==> config.mk <==
export PLATFORM = sky130hd
export DESIGN_NAME = simd_qsub
export DESIGN_NICKNAME = d
export VERILOG_FILES = /design/src/rtl/simd_qsub_pkg.sv /design/src/rtl/qsub_lane.sv /design/src/rtl/qsub_group.sv /design/src/rtl/simd_qsub.sv
export SDC_FILE = /design/constraint.sdc
export NUM_CORES = 1
export LEC_CHECK = 0
export ABC_CLOCK_PERIOD_IN_PS = 2150
export BUFFER_PORTS_ARGS = -buffer_cell sky130_fd_sc_hd__clkbuf_2
export CAP_MARGIN = 25
export CORE_AREA = 2 2 263 265
export CTS_BUF_LIST = sky130_fd_sc_hd__clkbuf_8
export DETAILED_ROUTE_END_ITERATION = 12
export DIE_AREA = 0 0 265 267
export PLACE_DENSITY = 0.55
export SETUP_SLACK_MARGIN = 0.02
export SLEW_MARGIN = 40
export SYNTH_ARGS = -nofsm -noshare
export SYNTH_HDL_FRONTEND = slang
export SYNTH_SLANG_ARGS = --single-unit
==> constraint.sdc <==
create_clock -name clk_i -period 2.15 [get_ports clk_i]
set_input_delay 0 -clock clk_i [delete_from_list [all_inputs] [get_ports clk_i]]
set_output_delay 0 -clock clk_i [all_outputs]
set_load 0.02 [all_outputs]
==> src/rtl/simd_qsub_pkg.sv <==
package simd_qsub_pkg;
  typedef enum logic [1:0] {
    ESZ_8  = 2'b00,
    ESZ_16 = 2'b01,
    ESZ_32 = 2'b10,
    ESZ_64 = 2'b11
  } elem_size_e;

  localparam int unsigned NUM_SIZES = 4;
  localparam int unsigned MIN_LANE_W = 8;
endpackage

==> src/rtl/qsub_lane.sv <==
module qsub_lane #(
  parameter int unsigned W = 8
) (
  input  logic [W-1:0] a_i,
  input  logic [W-1:0] b_i,
  input  logic         unsigned_i,
  output logic [W-1:0] res_o,
  output logic         sat_o
);
  logic [W:0]   wide;
  logic [W-1:0] diff;
  logic         borrow;
  logic         s_ovf;

  assign wide   = {1'b0, a_i} - {1'b0, b_i};
  assign diff   = wide[W-1:0];
  assign borrow = wide[W];
  // signed overflow: operand signs differ and result sign departs from minuend
  assign s_ovf  = (a_i[W-1] ^ b_i[W-1]) & (diff[W-1] ^ a_i[W-1]);

  always_comb begin
    if (unsigned_i) begin
      res_o = borrow ? '0 : diff;
      sat_o = borrow;
    end else begin
      sat_o = s_ovf;
      if (!s_ovf)        res_o = diff;
      else if (a_i[W-1]) res_o = {1'b1, {(W-1){1'b0}}};
      else               res_o = {1'b0, {(W-1){1'b1}}};
    end
  end
endmodule

==> src/rtl/qsub_group.sv <==
module qsub_group #(
  parameter int unsigned VEC_W = 128,
  parameter int unsigned W     = 8
) (
  input  logic [VEC_W-1:0] a_i,
  input  logic [VEC_W-1:0] b_i,
  input  logic             unsigned_i,
  input  logic             quad_i,
  output logic [VEC_W-1:0] res_o,
  output logic             sat_o
);
  localparam int unsigned LANES      = VEC_W / W;
  localparam int unsigned HALF_LANES = LANES / 2;

  logic [LANES-1:0] sat_vec;

  for (genvar i = 0; i < LANES; i++) begin : g_lane
    logic [W-1:0] l_res;
    logic         l_sat;
    logic         l_en;

    if (i < HALF_LANES) begin : g_low
      assign l_en = 1'b1;
    end else begin : g_high
      assign l_en = quad_i;
    end

    qsub_lane #(.W(W)) i_lane (
      .a_i       (a_i[i*W +: W]),
      .b_i       (b_i[i*W +: W]),
      .unsigned_i(unsigned_i),
      .res_o     (l_res),
      .sat_o     (l_sat)
    );

    assign res_o[i*W +: W] = l_en ? l_res : '0;
    assign sat_vec[i]      = l_en & l_sat;
  end

  assign sat_o = |sat_vec;
endmodule

==> src/rtl/simd_qsub.sv <==
module simd_qsub
  import simd_qsub_pkg::*;
#(
  parameter int unsigned VEC_W = 128
) (
  input  logic             clk_i,
  input  logic             rst_ni,
  input  logic             valid_i,
  input  logic [1:0]       elem_size_i,
  input  logic             unsigned_i,
  input  logic             quad_i,
  input  logic [VEC_W-1:0] op_a_i,
  input  logic [VEC_W-1:0] op_b_i,
  input  logic             sat_clr_i,
  output logic             valid_o,
  output logic [VEC_W-1:0] result_o,
  output logic             sat_o
);
  localparam int unsigned HALF_W = VEC_W / 2;

  logic [VEC_W-1:0] grp_res [NUM_SIZES];
  logic             grp_sat [NUM_SIZES];
  logic [VEC_W-1:0] sel_res;
  logic             sel_sat;

  for (genvar k = 0; k < NUM_SIZES; k++) begin : g_size
    qsub_group #(.VEC_W(VEC_W), .W(MIN_LANE_W << k)) i_group (
      .a_i       (op_a_i),
      .b_i       (op_b_i),
      .unsigned_i(unsigned_i),
      .quad_i    (quad_i),
      .res_o     (grp_res[k]),
      .sat_o     (grp_sat[k])
    );
  end

  always_comb begin
    unique case (elem_size_e'(elem_size_i))
      ESZ_8:   begin sel_res = grp_res[0]; sel_sat = grp_sat[0]; end
      ESZ_16:  begin sel_res = grp_res[1]; sel_sat = grp_sat[1]; end
      ESZ_32:  begin sel_res = grp_res[2]; sel_sat = grp_sat[2]; end
      default: begin sel_res = grp_res[3]; sel_sat = grp_sat[3]; end
    endcase
  end

  always_ff @(posedge clk_i or negedge rst_ni) begin
    if (!rst_ni) begin
      result_o <= '0;
      valid_o  <= 1'b0;
      sat_o    <= 1'b0;
    end else begin
      valid_o <= valid_i;
      if (valid_i) result_o <= sel_res;
      // a clamp in the clearing cycle survives the clear
      sat_o <= (sat_o & ~sat_clr_i) | (valid_i & sel_sat);
    end
  end

  assert_valid_delay_R8: assert property (@(posedge clk_i) disable iff (!rst_ni)
    valid_i |=> valid_o);
  assert_idle_delay_R8: assert property (@(posedge clk_i) disable iff (!rst_ni)
    !valid_i |=> !valid_o);
  assert_hold_result_R8: assert property (@(posedge clk_i) disable iff (!rst_ni)
    !valid_i |=> $stable(result_o));
  assert_upper_zero_R5: assert property (@(posedge clk_i) disable iff (!rst_ni)
    (valid_i && !quad_i) |=> (result_o[VEC_W-1:HALF_W] == '0));
  assert_sat_rise_R6: assert property (@(posedge clk_i) disable iff (!rst_ni)
    $rose(sat_o) |-> $past(valid_i));
  assert_sat_sticky_R7: assert property (@(posedge clk_i) disable iff (!rst_ni)
    (sat_o && !sat_clr_i) |=> sat_o);
  assert_unsigned_floor_R4: assert property (@(posedge clk_i) disable iff (!rst_ni)
    (valid_i && unsigned_i && elem_size_i == 2'b00 && op_a_i[7:0] < op_b_i[7:0])
      |=> (result_o[7:0] == 8'h00 && sat_o));
endmodule

# Yosys cells after proc, flatten, opt, wreduce, memory -nomap -nowiden

Index checks and enable logic that the tools add are counted.

Add/sub/neg operators: 30
Eq/ne operators: 2
Multiplexer cells: 167
Bitwise logic cells: 95
Reductions and logical operators: 5

Operators by type and width:

| kind                                                                  | number |
|---|---|
| 16-bit two-way mux                                                    | 36 |
| 32-bit two-way mux                                                    | 18 |
| 64-bit two-way mux                                                    | 9 |
| 8-bit two-way mux                                                     | 72 |
| 128-bit case mux with 3 select lines                                  | 1 |
| 8-bit by 8-bit subtractor with 9-bit output                           | 16 |
| 16-bit by 16-bit subtractor with 17-bit output                        | 8 |
| 32-bit by 32-bit subtractor with 33-bit output                        | 4 |
| 64-bit by 64-bit subtractor with 65-bit output                        | 2 |
| 1-bit AND                                                             | 47 |
| 1-bit bitwise XOR                                                     | 46 |
| 1-bit two-way mux                                                     | 30 |
| 16-bit OR reduction                                                   | 1 |
| 8-bit OR reduction                                                    | 1 |
| 4-bit OR reduction                                                    | 1 |
| 1-bit case mux with 3 select lines                                    | 1 |
| 2-bit by 1-bit equality test with 1-bit output, second input constant | 1 |
| 2-bit equality test, second input constant                            | 1 |
| 2-bit logical NOT                                                     | 1 |
| 2-bit OR reduction                                                    | 1 |
| 1-bit inverter                                                        | 1 |
| 1-bit OR                                                              | 1 |

Bits in registers: 130
Output and inout port bits: 130

# Logic depth before layout (Yosys ltp)

Depth after elaboration: 9
Depth in mapped cells: 22
Mapped depth without buffers: 20

# Hierarchy

Synthesis repeated with hierarchy kept, for this count alone.

Cell total of the unflattened synthesis: 5546
Area total of the unflattened synthesis: 43093.8 um2

By module, submodules not included:

| module                                             | times used | cells each | area an instance (um2) |
|---|---|---|---|
| qsub_lane (g_size[1].i_group.g_lane[0].i_lane ...) | 8          | 143        | 1058.5 |
| simd_qsub                                          | 1          | 431        | 7872.6 |
| qsub_lane (g_size[0].i_group.g_lane[0].i_lane ...) | 16         | 65         | 461.7 |
| qsub_lane (g_size[3].i_group.g_lane[1].i_lane)     | 1          | 685        | 4526.8 |
| qsub_lane (g_size[3].i_group.g_lane[0].i_lane)     | 1          | 689        | 4448.0 |
| qsub_lane (g_size[2].i_group.g_lane[0].i_lane ...) | 2          | 320        | 2080.7 |
| qsub_lane (g_size[2].i_group.g_lane[3].i_lane)     | 1          | 306        | 2155.8 |
| qsub_lane (g_size[2].i_group.g_lane[2].i_lane)     | 1          | 314        | 2148.3 |
| qsub_group (g_size[1].i_group)                     | 1          | 74         | 491.7 |
| qsub_group (g_size[2].i_group)                     | 1          | 74         | 485.5 |
| qsub_group (g_size[3].i_group)                     | 1          | 72         | 480.5 |
| qsub_group (g_size[0].i_group)                     | 1          | 77         | 467.9 |

# Worst setup path after synthesis

OpenSTA, ideal clock, no wires.

Kind: input -> register
Start: in op_b_i[79]
End: reg result_o[95]
Arrival time: 4.051 ns
Required time: 2.029 ns
Slack: -2.022 ns
Cell stages on the path: 21
Cell sequence: inv_1 -> ha_1 -> buf_2 -> nand2_1 -> nor2_1 -> a221oi_1 -> nor2_1 -> a21o_1 -> a21o_1 -> a31oi_1 -> o21bai_1 -> a31oi_1 -> fa_1 -> xor2_1 -> nor3_1 -> a22o_1 -> a31oi_4 -> and2_1 -> a211oi_1 -> o21ai_1 -> a22o_1

Word-level cells in the longest chain between the ends: 7

RTL lines:

| what                                                                                                             | line             | source |
|---|---|---|
| start: declaration                                                                                               | simd_qsub.sv:13  | `input logic [VEC_W-1:0] op_b_i,` |
| 64-bit by 64-bit subtractor with 65-bit output or 32-bit by 32-bit subtractor with 33-bit output (tied branches) | qsub_lane.sv:15  | `assign wide = {1'b0, a_i} - {1'b0, b_i};` |
| 1-bit bitwise XOR                                                                                                | qsub_lane.sv:19  | `assign s_ovf = (a_i[W-1] ^ b_i[W-1]) & (diff[W-1] ^ a_i[W-1]);` |
| 1-bit AND                                                                                                        | qsub_lane.sv:19  |  |
| 64-bit two-way mux or 32-bit two-way mux (tied branches)                                                         | qsub_lane.sv:27  | `if (!s_ovf) res_o = diff;` |
| 64-bit two-way mux or 32-bit two-way mux (tied branches)                                                         | qsub_lane.sv:22  | `if (unsigned_i) begin` |
| 64-bit two-way mux or 32-bit two-way mux (tied branches)                                                         | qsub_group.sv:36 | `assign res_o[i*W +: W] = l_en ? l_res : '0;` |
| 128-bit case mux with 3 select lines *                                                                           | simd_qsub.sv:38  | `unique case (elem_size_e'(elem_size_i))` |
| end signal: assignment                                                                                           | simd_qsub.sv:53  | `if (valid_i) result_o <= sel_res;` |
| end: declaration                                                                                                 | simd_qsub.sv:16  | `output logic [VEC_W-1:0] result_o,` |

Every way passes the cells marked *; elsewhere a longest branch is shown, timed or not.
A chain may end at the register's enable or synchronous reset.

# Worst setup path after layout

Start: in op_b_i[13]
End: reg result_o[21]

Word-level cells in the longest chain between the ends: 6

RTL lines:

| what                                                                                                             | line |
|---|---|
| 64-bit by 64-bit subtractor with 65-bit output or 32-bit by 32-bit subtractor with 33-bit output (tied branches) | qsub_lane.sv:15 |
| 1-bit bitwise XOR                                                                                                | qsub_lane.sv:19 |
| 1-bit AND                                                                                                        | qsub_lane.sv:19 |
| 64-bit two-way mux or 32-bit two-way mux (tied branches)                                                         | qsub_lane.sv:27 |
| 64-bit two-way mux or 32-bit two-way mux (tied branches)                                                         | qsub_lane.sv:22 |
| 128-bit case mux with 3 select lines *                                                                           | simd_qsub.sv:38 |

Marked as above.

==> flow_metrics.tcl <==
set metrics [dict create \
    status "complete, but fails checks" \
    violations "setup timing" \
    crit_type "in -> reg" \
    gp_congestion 0.999 \
    wire_per_inst_um 21.3 \
    async_flop_share 1.00 \
    end_kind "flip-flop" \
    drtIter0Drc 3234 \
    power.density_nw_per_um2 500 \
    post-route-util 0.562 \
    pwr-share-comb 0.701 \
    wirelength_mm 125 \
    grt_overflow 0 \
    clock_latency_ps 610 \
    synth_cells 3455 \
    leakagePower_nw 18.3 \
    dpl.cell_count 5771 \
    maxSlewHeadroom 0.458 \
    irDropWorstVdd_uv 538 \
    fin_crit_sh 1.61 \
    fin_cells 5867 \
    period_needed_ps 3460 \
    swShare 0.481 \
    synth_nets 3907 \
    vias 33200 \
    cts_sinks 130 \
    fp.dieW_um 265 \
    clk_pin_slew_worst_paths_ps 110 \
    dp_slack_ps -2300 \
    cts_buffers 17 \
    crit_path_start_kind "input pin" \
    register_area_um2 3250 \
    start_util 0.347 \
    ys_ff_latch 130 \
    grt_pass1_wl_mm 186 \
    cts_max_level 4 \
    arrival_ps 3930 \
    finalHoldViolations 0 \
    setup_ws_ps -1310 \
    p_switching_mw 9.18 \
    synth_edf_count 0 \
    dp_hpwl_mm 101 \
    drv_cap 0 \
    seq_area_frac_synth 0.138 \
    layout_commonest_cell "buf_4" \
    internal_power_mw 9.92 \
    die_area_um2 70800 \
    io_pins 394 \
    ys_types 103 \
    crit_start "op_b_i[13]" \
    ant_nets 0 \
    clock_tree.buffer_depth 2 \
    hp-class "in -> async" \
    maxSlewViolCount 0 \
    port-buffer-count 393 \
    grt_max_degree 62 \
    firstDrtPassIters 5 \
    cts_tree "built" \
    crit_required_ps 2620 \
    fill_cells 6743 \
    grt_antenna_before_repair 2 \
    drive_above_1_share 0.407 \
    yosys_most_used_dff "dfrtp_1" \
    fin_worst_skew_ps 0 \
    syn_area_um2 23600 \
    row_count 96 \
    cts_root_buffer "clkbuf_8" \
    r2r-start "result_o[117]$_DFFE_PN0P_" \
    grt_pass1_vias 31500 \
    multi_input_area_um2 20100 \
    track_usage 0.341 \
    setup_viol 129 \
    synth_area_per_cell_um2 6.83 \
    rsz0062_at_grt "true" \
    fmax_mhz 289 \
    die_y_um 267 \
    cp_max_fo 7 \
    area_delta_synth_final_pct 61.9 \
    drcViolationCount 0 \
    p_clk_frac 0.127 \
    seq_power_share 0.172 \
    nets 5424 \
    worstMarginPinSlew_ps 803 \
    core_um2 68000 \
    final_cell_mix "buf_4, a21oi_1, clkbuf_2" \
    viasPerCell 5.66 \
    yosysWarnings 0 \
]
[final timing paths]
path	depth (start not counted)	endpoint	slack, ps
worst max-delay path	21	result_o[21]$_DFFE_PN0P_	-1310
worst min-delay path	3	result_o[2]$_DFFE_PN0P_	40
worst max register to register	3	result_o[117]$_DFFE_PN0P_	1010
worst min register to register	1	result_o[50]$_DFFE_PN0P_	490
max in group asynchronous	3	result_o[44]$_DFFE_PN0P_	1780
min in group clk_i	6	result_o[34]$_DFFE_PN0P_	40
[power by group through the flow]
| stage | logic [mW] | clock network (mW) | registers [mW] |
|---|---|---|---|
| 6_report | 13.4 | 2.43 | 3.28 |
| 5_1_grt | 14.3 | 2.51 | 3.29 |
| 3_5_place_dp | 12.2 | 0 | 3.29 |
| 3_3_place_gp | 12.2 | 0 | 3.29 |
| 2_1_floorplan | 5.87 | 0 | 3.60 |
| 4_1_cts | 12.8 | 2.42 | 3.25 |
[through the flow]
stage               hold slack, ps  TNS [ps]  power, mW  cell area, um2
global placement             -21.5   -247240       15.5           35900
CTS                           5.36   -154710       18.5           37500
global route                  57.8   -167770       20.1           38200
detailed placement           -19.6   -253890       15.5           35900
finish                        39.5   -153180       19.1           38200
floorplan                     -296   -172750       9.47           24300
[per-layer routing]
| layer | global-route usage | vias to the layer above | share of wire |
|---|---|---|---|
| li1 | - | 15600 | - |
| met1 | 0.456 | 15800 | 0.43 |
| met2 | 0.555 | 1520 | 0.45 |
| met3 | 0.0581 | 244 | 0.083 |
| met4 | 0.112 | 2 | 0.036 |
| met5 | 0 | - | 0.000088 |
[kinds of logic (layout without fill, tap and decap cells)]
family,count (synthesis),count (layout),synth area share
compound gates,1397,1397,0.376
xor+xnor,246,246,0.0913
other cells,0,1,0
flops,130,130,0.138
buf+inv,450,1979,0.0758
simple gates,1036,1036,0.202
mux,8,8,0.00339
fa+ha+maj,188,188,0.114
[flip-flops by register name, indices dropped and copies added (netlist names)]
name and count:
valid_o 1, sat_o 1, result_o 128
[area by class of cell]
cell class,count,area share
repair buffers,1704,0.324
clock buffers,18,0.00648
diodes,1,0.0000655
well taps,882,0.0289
clock inverters,13,0.00363
flip-flops and latches,130,0.0851
inverters,244,0.0251
multi-input cells,2875,0.527
[synth_stat cells, types with 10 or more instances]
cell type  instances  area [um2]
nor4_1            33         206
o221ai_1          13         114
nand2_1          349        1310
o211ai_1          23         173
buf_2             67         335
ha_1             142        1780
a211o_1           10        87.6
o21ai_0          324        1620
a21oi_1          454        2270
o31ai_1           20         150
and2_1            23         144
a21o_1            79         593
dfrtp_1          130        3250
a22o_1            11        96.3
inv_1            242         908
fa_1              46         921
and3_1            13        81.3
o2bb2ai_1         19         166
nor3_1            81         405
clkbuf_1         122         458
a221o_1           17         170
nand2b_1          21         131
xnor2_1          124        1090
o32ai_1           14         123
a21boi_0          13        97.6
nor2b_1           25         156
nor2_1           305        1140
buf_1             13        48.8
or2_2             11        68.8
o41ai_1           10        87.6
xor2_1           122        1070
or3_1             19         119
o21bai_1          40         300
nand4_1           59         369
and4_1            11        96.3
o21a_1            52         390
nand3_1           55         275
a211oi_1          23         173
o21ai_1           24         120
a221oi_1          37         324
o22ai_1           24         150
a31oi_1           67         419
[timing repair]
item	4_1_cts	5_1_grt
resized for setup	177	139
setup buffers	27	25
pin swaps	95	95
hold endpoints to repair	151	0
hold buffers	11	0
gates cloned	5	0
setup endpoints to repair	129	129
[critical path: stages]
cell and delay, ps:
clkbuf_16 120, inv_12 30, ha_4 260, nand2_4 40, or4_4 550, a211oi_4 260, buf_12 160, o2111ai_4 100
and3_4 220, o21a_1 210, o21ai_2 150, fa_2 490, xor2_1 160, nand2_1 90, o21ai_2 70, buf_4 140
a31oi_4 50, buf_12 200, o21ai_4 190, o22ai_1 100, a221o_1 320
Power figures use the tool's default switching activity.
